**src/rtl/rbm_pkg.sv**
```systemverilog
package rbm_pkg;
  typedef enum logic [1:0] {
    ST_IDLE = 2'd0,
    ST_ADDR = 2'd1,
    ST_DATA = 2'd2,
    ST_HOLD = 2'd3
  } bus_state_e;
endpackage

```
**src/rtl/rbm_beat_ctr.sv**
```systemverilog
module rbm_beat_ctr #(
  parameter int BEATS = 4,
  localparam int IDX_W = $clog2(BEATS)
) (
  input  logic             clk,
  input  logic             rst,
  input  logic             load,
  input  logic             burst,
  input  logic             advance,
  output logic [IDX_W-1:0] idx,
  output logic             final_beat
);
  logic [IDX_W-1:0] last_idx;

  always_ff @(posedge clk) begin
    if (rst) begin
      idx      <= '0;
      last_idx <= '0;
    end else if (load) begin
      idx      <= '0;
      last_idx <= burst ? IDX_W'(BEATS - 1) : '0;
    end else if (advance) begin
      idx <= idx + IDX_W'(1);
    end
  end

  assign final_beat = (idx == last_idx);
endmodule

```
**src/rtl/rbm_addr_gen.sv**
```systemverilog
module rbm_addr_gen #(
  parameter int AW         = 32,
  parameter int BEATS      = 4,
  parameter int WORD_BYTES = 4,
  localparam int IDX_W   = $clog2(BEATS),
  localparam int OFF_LSB = $clog2(WORD_BYTES)
) (
  input  logic [AW-1:0]    base,
  input  logic [IDX_W-1:0] idx,
  output logic [IDX_W-1:0] slot,
  output logic [AW-1:0]    addr
);
  // wrap inside the line: only the word-select bits move
  assign slot = base[OFF_LSB +: IDX_W] + idx;
  assign addr = {base[AW-1:OFF_LSB+IDX_W], slot, base[OFF_LSB-1:0]};
endmodule

```
**src/rtl/rbm_rd_buf.sv**
```systemverilog
module rbm_rd_buf #(
  parameter int DW    = 32,
  parameter int BEATS = 4,
  localparam int IDX_W = $clog2(BEATS)
) (
  input  logic                clk,
  input  logic                rst,
  input  logic                wr_en,
  input  logic [IDX_W-1:0]    wr_slot,
  input  logic [DW-1:0]       wr_data,
  output logic [BEATS*DW-1:0] rd_flat
);
  for (genvar g = 0; g < BEATS; g++) begin : g_word
    logic [DW-1:0] word_q;
    always_ff @(posedge clk) begin
      if (rst)
        word_q <= '0;
      else if (wr_en && (wr_slot == IDX_W'(g)))
        word_q <= wr_data;
    end
    assign rd_flat[g*DW +: DW] = word_q;
  end
endmodule

```
**src/rtl/rburst_master.sv**
```systemverilog
module rburst_master
  import rbm_pkg::*;
#(
  parameter int AW         = 32,
  parameter int DW         = 32,
  parameter int BEATS      = 4,
  parameter int WORD_BYTES = 4,
  localparam int IDX_W = $clog2(BEATS)
) (
  input  logic                clk,
  input  logic                rst,
  input  logic                req_valid,
  output logic                req_ready,
  input  logic [AW-1:0]       req_addr,
  input  logic                req_burst,
  output logic                done,
  output logic [BEATS*DW-1:0] rd_data,
  output logic [AW-1:0]       bus_addr,
  output logic                bus_start,
  output logic                bus_last,
  output logic                bus_oe,
  input  logic                bus_rdy,
  input  logic                bus_brdy,
  input  logic                bus_backoff,
  input  logic [DW-1:0]       bus_data_in
);
  bus_state_e       state;
  logic [AW-1:0]    base_q;
  logic             done_q;
  logic [IDX_W-1:0] idx;
  logic [IDX_W-1:0] slot;
  logic [AW-1:0]    cur_addr;
  logic             final_beat;
  logic             take_req;
  logic             beat_ok;
  logic             advance;

  assign take_req = (state == ST_IDLE) && req_valid;
  // backoff in the same clock wins over either acknowledge
  assign beat_ok  = (state == ST_DATA) && !bus_backoff && (bus_brdy || bus_rdy);
  assign advance  = beat_ok && !final_beat;

  always_ff @(posedge clk) begin
    if (rst) begin
      state  <= ST_IDLE;
      base_q <= '0;
      done_q <= 1'b0;
    end else begin
      done_q <= 1'b0;
      unique case (state)
        ST_IDLE: if (req_valid) begin
          base_q <= req_addr;
          state  <= ST_ADDR;
        end
        ST_ADDR: state <= bus_backoff ? ST_HOLD : ST_DATA;
        ST_DATA: begin
          if (bus_backoff) begin
            state <= ST_HOLD;
          end else if (bus_brdy || bus_rdy) begin
            if (final_beat) begin
              state  <= ST_IDLE;
              done_q <= 1'b1;
            end else if (bus_rdy) begin
              state <= ST_ADDR;
            end
          end
        end
        ST_HOLD: if (!bus_backoff) state <= ST_ADDR;
        default: state <= ST_IDLE;
      endcase
    end
  end

  rbm_beat_ctr #(.BEATS(BEATS)) u_ctr (
    .clk        (clk),
    .rst        (rst),
    .load       (take_req),
    .burst      (req_burst),
    .advance    (advance),
    .idx        (idx),
    .final_beat (final_beat)
  );

  rbm_addr_gen #(.AW(AW), .BEATS(BEATS), .WORD_BYTES(WORD_BYTES)) u_agen (
    .base (base_q),
    .idx  (idx),
    .slot (slot),
    .addr (cur_addr)
  );

  rbm_rd_buf #(.DW(DW), .BEATS(BEATS)) u_buf (
    .clk     (clk),
    .rst     (rst),
    .wr_en   (beat_ok),
    .wr_slot (slot),
    .wr_data (bus_data_in),
    .rd_flat (rd_data)
  );

  assign req_ready = (state == ST_IDLE);
  assign done      = done_q;
  assign bus_oe    = (state == ST_ADDR) || (state == ST_DATA);
  assign bus_start = (state == ST_ADDR);
  assign bus_last  = (state == ST_DATA) && final_beat;
  assign bus_addr  = bus_oe ? cur_addr : '0;
endmodule

```
**config.mk**
```make
export PLATFORM = sky130hd
export DESIGN_NAME = rburst_master
export DESIGN_NICKNAME = d
export VERILOG_FILES = /design/src/rtl/rbm_pkg.sv /design/src/rtl/rbm_beat_ctr.sv /design/src/rtl/rbm_addr_gen.sv /design/src/rtl/rbm_rd_buf.sv /design/src/rtl/rburst_master.sv
export SDC_FILE = /design/constraint.sdc
export NUM_CORES = 1
export LEC_CHECK = 0
export ABC_AREA = 0
export ABC_CLOCK_PERIOD_IN_PS = 2700
export BUFFER_PORTS_ARGS = -buffer_cell sky130_fd_sc_hd__buf_2
export CORE_ASPECT_RATIO = 1.4
export CORE_UTILIZATION = 30
export CTS_CLUSTER_DIAMETER = 120
export DETAILED_ROUTE_END_ITERATION = 7
export MAX_ROUTING_LAYER = met4
export PLACE_DENSITY = 0.57
export SYNTH_ARGS = -nofsm -noshare
export SYNTH_HDL_FRONTEND = slang
export SYNTH_SLANG_ARGS = --single-unit
export TNS_END_PERCENT = 1
```
**constraint.sdc**
```tcl
create_clock -name clk -period 2.7 [get_ports clk]
set_clock_uncertainty 0.05 [all_clocks]
set_input_delay 0.27 -clock clk [delete_from_list [all_inputs] [get_ports clk]]
set_output_delay 0.27 -clock clk [all_outputs]
set_load 0.005 [all_outputs]
```
==> out/metrics.csv, run 1 <==
stage,metric,value,unit
worst_setup_path,regToRegSetupSlack,0.44,ns
power_and_ir_drop,vdd.ir_drop.worst,0.3528,mV
layout,num-nets-final,1085,
worst_setup_path,worstPathRequired,2.38,ns
synth,netlist_area,6242,µm²
worst_setup_path,path_cells,inv_1 -> ha_1 -> buf_4 -> and2_1 -> buf_2,
worst_setup_path,crit_path_top_delay_cell,ha_1,
routing,drt_iter0_drc,305,
layout,n_antenna_cell,0,
clock_network,cts_hold_buf,0,
timing,tightestPinTransition,1.137,ns
global_route,grt_first_pass_wirelength,30150,µm
routing,wl_per_cell,15.40,µm
clock_network,clock_latency,0.42,ns
clock_network,cts.clk_slew.worst_paths,0.06,ns
die,row_count,62,
synth,ys_types,33,
timing,drv_slew,0,
worst_setup_path,slowest_delay,0.60,ns
timing,rsz0062_at_grt,no,
die,io_pins,236,
synth,synth_cells,794,
timing,max-slew-margin-rel,24.19,%
min_path,whs_endpoint,base_q[7],
die,dieArea,21400,µm²
routing,drt_pass1_iterations,5,
synth,synth-seq-area-share,53.24,%
timing,setup_viol,0,
die,die-width,123.9,µm
clock_network,clockBufferDepth,2,
routing,vias_per_cell,4.631,
clock_network,cts_tree,built,
timing,fin_crit,2.337,ns
timing,finalCritPeriodShare,86.54,%
synth,ys_warn_count,0,
timing,fin_setup_tns,0,ns
clock_network,postCtsSetupBuffers,0,
die,core_area,20480,µm²
worst_setup_path,cp-start-kind,flip-flop,
die,die_height,172.7,µm
power_and_ir_drop,p_per_area,653.3,nW/µm²
clock_network,cts_resized,0,
clock_network,cts_made_buffers,17,
worst_setup_path,rr_startpoint,u_ctr.idx[0],
global_route,antenna_found_initial,0,
routing,detail-route-antenna-nets,0,
synth,ys.flop_type,dfxtp_1,
power_and_ir_drop,power.leakage,3.537,nW
synth,avgSynthCellArea,7.862,µm²
worst_setup_path,critical-path-top-delay-family,adder cells,
die,initial_core_util,30.48,%
worst_setup_path,worst-r2r-cell-count,6,
layout,area_growth,32.27,%
placement,io_buffers,235,
worst_setup_path,reg2reg_to,u_buf.g_word[2].word_q[31],
worst_setup_path,crit_arrival,2.02,ns
placement,placed_cells,1246,
global_route,grt_usage,18.99,%
placement,gp_congestion,0.7669,
global_route,grt_pass1_vias,5445,
routing,wl,19680,µm
global_route,grt_overflow,0,
outcome,status,completed,
worst_setup_path,crit_buf_inv,3,
run,maxCapViolations,0,
worst_setup_path,crit_type,flip-flop to output pin,
synth,synth-edff-count,0,
clock_network,numClockSinks,166,
worst_setup_path,endpoint_kind,output pin,
worst_setup_path,cp_max_fo,18,
min_path,min_path_type,primary input to flip-flop,
synth,syn_nets,870,
synth,synthArstFlopShare,0,%
timing,fmax,428.0,MHz
global_route,grt_max_degree,86,
timing,finalHoldViolations,0,
min_path,hold_start,req_addr[7],
synth,yosys_register_bits,166,
routing,num_vias,5919,
layout,drive_gt1_share,28.38,%
routing,drc,0,
layout,final_cells,1278,
clock_network,ctsHtreeMaxLevel,4,
clock_network,clk_root_buffer_cell,clkbuf_16,
placement,hpwl,13200,µm
min_path,min_path_cells,3,
==> placed cells by master (no fill, tap or decap), drive strengths merged, types with 5 or more instances in the layout <==
cell type / n
a21oi: 164
and2: 33
buf: 253
clkbuf: 20
clkinv: 5
dfxtp: 166
ha: 5
inv: 9
nand2: 327
nor2: 6
==> cell type report <==
class | instances | area (µm²)
Clock buffer | 20 | 466.7
Clock inverter | 12 | 116.4
Fill cell | 2145 | 12220
Inverter | 5 | 18.77
Multi-Input combinational cell | 566 | 2673
Sequential cell | 166 | 3323
Tap cell | 256 | 320.3
Timing Repair Buffer | 253 | 1339
==> layer usage <==
layer / vias up / share of wire, % / GRT usage [%]
met1: 2738 / 43 / 22.34
met2: 166 / 50 / 31.57
met3: 17 / 5.8 / 4.584
li1: 2998 / - / -
met5: - / 0 / -
met4: 0 / 1.6 / 5.655
==> kinds of logic after synthesis <==
| family | Yosys count | share of synthesized area (%) |
|---|---|---|
| AOI/OAI and AO/OA | 173 | 14.17 |
| adders and majority gates | 5 | 1.002 |
| buffers and inverters | 62 | 4.791 |
| xor gates and xnor gates | 2 | 0.7416 |
| and+or+nand+nor | 386 | 26.06 |
| DFF | 166 | 53.24 |
==> synthesized netlist by cell type (all sizes together), types with 2 or more instances <==
cell type | n | area [µm²]
clkbuf | 36 | 135.1
inv | 5 | 18.77
nor4 | 4 | 37.53
or4 | 3 | 22.52
nor3 | 2 | 10.01
a21oi | 164 | 820.8
o21ai | 3 | 15.01
dfxtp | 166 | 3323
buf | 21 | 145.1
nor2 | 6 | 22.52
nand2 | 327 | 1227
and2 | 33 | 206.5
nor4b | 3 | 38.79
o31ai | 2 | 15.01
ha | 5 | 62.56
==> worst max path at each step <==
stage | start | endpoint | slack (ns) | cells past startpoint
after global routing | state[0] | bus_addr[15] | 0.16 | 5
final | state[0] | bus_addr[26] | 0.36 | 5
after CTS | state[0] | bus_addr[26] | 0.30 | 5
after global placement | u_ctr.idx[0] | u_buf.g_word[2].word_q[0] | 0.50 | 6
after floorplan | u_ctr.idx[1] | u_buf.g_word[0].word_q[1] | 0.79 | 7
after detailed placement | u_ctr.idx[0] | u_buf.g_word[2].word_q[19] | 0.46 | 6
==> per-stage QoR <==
stage	util, %	hold slack, ns	area, µm²	worst slack, ns	power, W
after floorplan	-	0.3560	6242	0.7925	0.002833
after global placement	37.47	0.3871	7674	0.4978	0.003055
after detailed placement	37.47	0.3918	7674	0.4581	0.003057
after CTS	40.32	0.01124	8257	0.2997	0.005486
after global routing	40.32	0.01877	8257	0.1626	0.005630
final	40.32	0.03223	8257	0.3633	0.005394
==> worst reg2reg max path, cell delays in order, from the launching register on <==
cell and delay [ns]:
dfxtp_1 0.48, ha_1 0.24, xnor3_1 0.35, or4_1 0.54
buf_4 0.26, nand2_1 0.14, a21oi_1 0.07
==> sequential cells by signal, summed over array words and instances (netlist names) <==
register and cells:
u_buf.g_word.word_q 128, base_q 32, state 2, u_ctr.idx 2, done 1, u_ctr.last_idx 1
==> power breakdown <==
| group | switching, W | internal (W) | total, W | leakage (nW) |
|---|---|---|---|---|
| registers | 0.0000274 | 0.00250 | 0.00253 | 1.34 |
| clock network | 0.00104 | 0.00136 | 0.00240 | 0.284 |
| logic | 0.000286 | 0.000176 | 0.000462 | 1.91 |
No activity file was read; power rests on OpenSTA's default activity.
==> run 2, diff against run 1 <==
--- a/config.mk
+++ b/config.mk
@@ -13,8 +13,9 @@
 export CTS_CLUSTER_DIAMETER = 120
 export DETAILED_ROUTE_END_ITERATION = 7
 export MAX_ROUTING_LAYER = met4
-export PLACE_DENSITY = 0.57
+export PLACE_DENSITY = 0.56
 export SYNTH_ARGS = -nofsm -noshare
 export SYNTH_HDL_FRONTEND = slang
+export SYNTH_HIERARCHICAL = 1
 export SYNTH_SLANG_ARGS = --single-unit
 export TNS_END_PERCENT = 1
==> run 2 against run 1 <==
Effect of this change:
- clock power increased by 14%
- clock-buffer cell count is 1 lower
- final cell count fell by 5.0%
- synthesized cell count is 11% lower
- global-route usage down 4.1 points
- via count decreased by 13%
- critical path type unchanged
- critical endpoint is now bus_addr[3]
- highest routed layer unchanged
==> out/metrics.csv, run 2 <==
stage,metric,value,unit
outcome,status,completed,
synth,avgSynthCellArea,9.962,µm²
synth,netlist_area,7053,µm²
global_route,antenna_found_initial,1,
synth,yosys-top-cells-count,"dfxtp_1 (166), nand2b_1 (163), mux2i_1 (131), nand2_1 (67), buf_4 (38)",
worst_setup_path,reg2reg_to,u_buf/g_word[0].word_q[28],
run,maxCapViolations,0,
layout,largest-register,u_buf/g_word.word_q,
layout,seqCellArea,3323,µm²
synth,yosysMostFrequentCell,dfxtp_1,
clock_network,clock_latency,0.42,ns
placement,gp_congestion,0.7288,
synth,synth_cells,708,
die,io_pins,236,
timing,finalCritPeriodShare,91.40,%
worst_setup_path,worst-r2r-cell-count,4,
worst_setup_path,crit_arrival,2.15,ns
global_route,grt_first_pass_wirelength,27320,µm
layout,reg_top3,"u_buf/g_word.word_q: 128 flops, base_q: 32 flops",
clock_network,cts_made_buffers,17,
timing,tightestPinTransition,0.9156,ns
synth,yosysTopAreaCell,dfxtp_1,
clock_network,ctsHtreeMaxLevel,4,
timing,whs,0.03086,ns
worst_setup_path,slowest_delay,0.89,ns
synth,synth_area_leaders,"dfxtp_1 (47%), mux2i_1 (19%), nand2b_1 (14%)",
routing,wl,17350,µm
routing,wl_per_cell,14.29,µm
clock_network,cts_resized,0,
die,initial_core_util,30.50,%
worst_setup_path,worstPathRequired,2.38,ns
worst_setup_path,critical-path-top-delay-family,adder cells,
synth,yosys_register_bits,166,
global_route,grt_max_degree,68,
global_route,grt_usage,14.93,%
synth,synthArstFlopShare,0,%
worst_setup_path,path_cells,inv_1 -> ha_1 -> and2_1 -> buf_2,
worst_setup_path,crit_path_top_delay_cell,ha_1,
layout,final_cell_mix,"buf_2 (234), dfxtp_1 (166), nand2b_1 (163), mux2i_1 (131), nand2_1 (67)",
die,core_area,23120,µm²
routing,drt_pass1_iterations,4,
routing,wl_met3,1354,µm
worst_setup_path,crit_type,flip-flop to output pin,
timing,fin_crit,2.468,ns
timing,max-slew-margin-rel,38.96,%
routing,drt_iter0_drc,143,
timing,setup_viol,0,
worst_setup_path,rr_startpoint,u_ctr/idx[0],
timing,drv_slew,0,
timing,finalHoldViolations,0,
power_and_ir_drop,p_per_area,678.7,nW/µm²
die,die-width,131.6,µm
synth,ys_warn_count,6,
global_route,grt_overflow,0,
layout,num-nets-final,970,
routing,dr_wl_met2,8186,µm
clock_network,numClockSinks,166,
die,row_count,66,
min_path,hold_start,req_addr[4],
min_path,whs_endpoint,base_q[4],
routing,num_vias,5174,
worst_setup_path,cp-start-kind,flip-flop,
worst_setup_path,crit_buf_inv,2,
min_path,min_path_type,primary input to flip-flop,
layout,multiInputGateArea,3253,µm²
clock_network,clockBufferDepth,2,
synth,syn_nets,785,
routing,vias_per_cell,4.262,
die,dieArea,24140,µm²
layout,drive_gt1_share,31.24,%
timing,fmax,405.2,MHz
die,die_height,183.4,µm
worst_setup_path,regToRegSetupSlack,0.56,ns
clock_network,postCtsSetupBuffers,0,
routing,m1WireLength,7613,µm
routing,detail-route-antenna-nets,0,
synth,synth-seq-area-share,47.12,%
synth,ys.flop_type,dfxtp_1,
placement,io_buffers,235,
layout,fillers,2390,
clock_network,cts.clk_slew.worst_paths,0.06,ns
synth,synth-edff-count,0,
synth,ys_types,30,
synth,synth_top_area_share,47.12,%
layout,largest_reg_flops,128,
worst_setup_path,endpoint_kind,output pin,
routing,drc,0,
global_route,grt_pass1_vias,5137,
clock_network,cts_hold_buf,0,
timing,rsz0062_at_grt,no,
min_path,min_path_cells,3,
worst_setup_path,cp_max_fo,36,
timing,fin_setup_tns,0,ns
layout,final_common_cell,buf_2,
placement,hpwl,11740,µm
power_and_ir_drop,power.leakage,4.562,nW
layout,area_growth,26.84,%
routing,topRoutingLayerUsed,met4,
clock_network,clk_root_buffer_cell,clkbuf_16,
power_and_ir_drop,vdd.ir_drop.worst,0.4290,mV
clock_network,cts_tree,built,
run 2: layout make-up:
class	instances	area share (%)
Sequential cell	166	37.15
Timing Repair Buffer	243	14.55
Clock inverter	13	2.448
Clock buffer	19	4.951
Antenna cell	2	0.05594
Inverter	5	0.2098
Multi-Input combinational cell	460	36.36
Tap cell	306	4.280
run 2: per-layer routing:
layer | vias up | global-route usage (%)
met2 | 168 | 24.06
met3 | 11 | 5.624
li1 | 2635 | -
met5 | - | -
met4 | 0 | 5.209
met1 | 2360 | 16.91
run 2: power by group:
group	total, W	switching, W	internal [W]
Clock	0.00274	0.00106	0.00168
Combinational	0.000730	0.000419	0.000311
Sequential	0.00260	0.0000483	0.00255
Total	0.00607	0.00153	0.00454
run 2: per-stage QoR:
step	worst slack [ns]	instances	utilization, %	total power [W]	instance area [µm²]
2_1_floorplan	0.8171	708	-	0.003233	7053
3_3_place_gp	0.6084	1180	35.81	0.003398	8279
3_5_place_dp	0.5543	1180	35.81	0.003405	8279
4_1_cts	0.1229	1212	38.67	0.006187	8941
5_1_grt	0.02248	1213	38.68	0.006369	8944
6_report	0.2323	1214	38.69	0.006071	8946
run 2: cells by family (layout without fill, tap and decap cells):
group | after synthesis | in the layout | share of synthesized area, %
AO/OA/AOI/OAI | 38 | 38 | 2.980
XOR/XNOR | 2 | 2 | 0.4612
adder cells (fa/ha/maj) | 6 | 6 | 1.064
buffers and inverters | 82 | 280 | 6.901
flip-flops | 166 | 166 | 47.12
multiplexers | 131 | 131 | 18.59
other | 0 | 2 | 0
AND/OR/NAND/NOR | 283 | 283 | 22.88
run 2: worst max-delay path by stage:
stage                      start                    endpoint  slack [ns]  depth (start not counted)
floorplan           u_ctr/idx[0]  u_buf/g_word[0].word_q[10]        0.82                          7
global placement        state[0]  u_buf/g_word[0].word_q[24]        0.61                          7
detailed placement      state[0]  u_buf/g_word[0].word_q[30]        0.55                          7
CTS                     state[1]                bus_addr[13]        0.12                          4
global route            state[1]                bus_addr[10]        0.02                          4
finish                  state[1]                 bus_addr[3]        0.23                          4
run 2: worst register-to-register path, cell delays in order (launching register included):
cell,delay (ns)
dfxtp_1,0.42
ha_1,0.18
xor3_1,0.51
or3b_1,0.64
mux2i_1,0.20
==> run 3, diff against run 2 <==
--- a/config.mk
+++ b/config.mk
@@ -7,13 +7,13 @@
 export LEC_CHECK = 0
 export ABC_AREA = 0
 export ABC_CLOCK_PERIOD_IN_PS = 2700
-export BUFFER_PORTS_ARGS = -buffer_cell sky130_fd_sc_hd__buf_2
 export CORE_ASPECT_RATIO = 1.4
 export CORE_UTILIZATION = 30
 export CTS_CLUSTER_DIAMETER = 120
 export DETAILED_ROUTE_END_ITERATION = 7
+export DONT_BUFFER_PORTS = 1
 export MAX_ROUTING_LAYER = met4
-export PLACE_DENSITY = 0.56
+export PLACE_DENSITY = 0.48
 export SYNTH_ARGS = -nofsm -noshare
 export SYNTH_HDL_FRONTEND = slang
 export SYNTH_HIERARCHICAL = 1
==> run 3 against run 2 <==
Effect of this change:
- register-to-register slack got worse by 0.10 ns
- routed wire length grew 1.6%
- final area shrank 9.9%
- via count fell by 11%
- sequential share of layout area rose by 4.1 points
- die area did not move
- power shrank 2.2%
- worst hold slack barely moved
- final cell count decreased by 17%
- clock-buffer cell count grew 3
- critical endpoint unchanged
- largest power group unchanged
==> out/metrics.csv, run 3 (synthesized netlist as in run 2, its figures left out) <==
stage,metric,value,unit
placement,hpwl,11490,µm
timing,finalCritPeriodShare,90.04,%
timing,whs,0.03053,ns
timing,fmax,411.3,MHz
clock_network,clock_latency,0.43,ns
worst_setup_path,worstPathRequired,2.38,ns
timing,rsz0062_at_grt,no,
worst_setup_path,cp-start-kind,flip-flop,
global_route,grt_max_degree,166,
timing,fin_setup_tns,0,ns
clock_network,numClockSinks,166,
layout,num-nets-final,768,
power_and_ir_drop,clkPwrFrac,45.3,%
worst_setup_path,cp_max_fo,36,
power_and_ir_drop,power.leakage,3.498,nW
placement,pre_cts_ws,0.4802,ns
worst_setup_path,crit_type,flip-flop to output pin,
die,dieArea,24140,µm²
outcome,status,completed,
layout,drive_gt1_share,6.250,%
layout,n_antenna_cell,0,
timing,tightestPinTransition,0.8844,ns
power_and_ir_drop,p_sw,0.001454,W
die,io_pins,236,
clock_network,cts_made_buffers,17,
layout,finish.utilization,34.88,%
die,core_area,23120,µm²
die,die_height,183.4,µm
power_and_ir_drop,p_per_area,736.3,nW/µm²
routing,dr_wl_met2,8814,µm
clock_network,cts.clk_slew.worst_paths,0.07,ns
die,row_count,66,
clock_network,clockBufferDepth,2,
routing,wl,17630,µm
timing,finalHoldViolations,0,
timing,max-slew-margin-rel,41.04,%
routing,m1WireLength,6981,µm
timing,drv_slew,0,
power_and_ir_drop,seqPwrFrac,43.9,%
global_route,antenna_found_initial,0,
routing,num_vias,4599,
placement,gp_congestion,0.8078,
clock_network,cts_tree,built,
run,maxCapViolations,0,
routing,drt_pass1_iterations,6,
power_and_ir_drop,combinationalPowerShare,10.8,%
routing,wl_met3,1586,µm
routing,detail-route-antenna-nets,0,
worst_setup_path,crit_arrival,2.11,ns
power_and_ir_drop,p_sw_share,24.49,%
layout,largest-register,u_buf/g_word.word_q,
placement,io_buffers,0,
worst_setup_path,endpoint_kind,output pin,
clock_network,ctsHtreeMaxLevel,4,
layout,reg_top3,"u_buf/g_word.word_q: 128 flops, base_q: 32 flops",
timing,setup_ws,0.2690,ns
global_route,grt_overflow,0,
die,initial_core_util,30.50,%
layout,final_cell_mix,"dfxtp_1 (166), nand2b_1 (163), mux2i_1 (131), nand2_1 (67)",
layout,area_growth,14.33,%
power_and_ir_drop,power.internal,0.004484,W
global_route,grt_pass1_vias,4814,
routing,drc,0,
clock_network,clk_root_buffer_cell,clkbuf_16,
min_path,min_path_type,primary input to flip-flop,
routing,wl_per_cell,17.45,µm
layout,largest_reg_flops,128,
global_route,grt_usage,15.23,%
timing,fin_crit,2.431,ns
power_and_ir_drop,vdd.ir_drop.worst,0.4338,mV
routing,topRoutingLayerUsed,met4,
die,die-width,131.6,µm
layout,final_common_cell,dfxtp_1,
routing,drt_iter0_drc,125,
routing,vias_per_cell,4.553,
global_route,grt_first_pass_wirelength,27120,µm
timing,setup_viol,0,
-- run 3: final cells by class --
class / instances / area [µm²]
fill: 2348 / 15060
sequential: 166 / 3323
multi-input combinational: 460 / 3253
clock buffer: 22 / 454.2
timing repair buffer: 41 / 437.9
tap: 306 / 382.9
clock inverter: 10 / 193.9
inverter: 5 / 18.77
-- run 3: metal layers --
metal / global-route usage, % / vias to the layer above
li1: - / 2236
met1: 15.85 / 2154
met2: 25.90 / 196
met3: 5.873 / 13
met4: 5.860 / 0
met5: - / -
-- run 3: worst paths after layout --
| check | cells past startpoint | from | to | slack, ns |
|---|---|---|---|---|
| max | 3 | state[0] | bus_addr[3] | 0.27 |
| min | 2 | rst | u_buf/g_word[2].word_q[25] | 0.03 |
| max reg2reg | 7 | state[0] | u_buf/g_word[0].word_q[29] | 0.46 |
| min reg2reg | 2 | base_q[4] | base_q[4] | 0.40 |
-- run 3: timing repair --
item | CTS | global route
gates resized for setup | 0 | 0
hold buffers | 35 | 0
endpoints found under the hold margin | 164 | 0
setup buffers | 0 | 0
-- run 3: power groups by stage --
stage / Clock [W] / Sequential, W / Combinational (W)
after floorplan: 0 / 0.00265 / 0.000584
after global placement: 0 / 0.00266 / 0.000545
after detailed placement: 0 / 0.00266 / 0.000571
after CTS: 0.00278 / 0.00261 / 0.000650
after global routing: 0.00287 / 0.00262 / 0.000716
final: 0.00269 / 0.00261 / 0.000641
-- run 3: through the flow --
step	cell area [µm²]	cells	total power (W)
after floorplan	7053	708	0.003233
after global placement	7048	943	0.003202
after detailed placement	7048	943	0.003236
after CTS	8064	1010	0.006040
after global routing	8064	1010	0.006204
final	8064	1010	0.005938
-- run 3: critical path, stage by stage (launching register included) --
cell and delay, ns:
dfxtp_1 0.39, inv_1 0.11, ha_1 0.89, and2_1 0.29
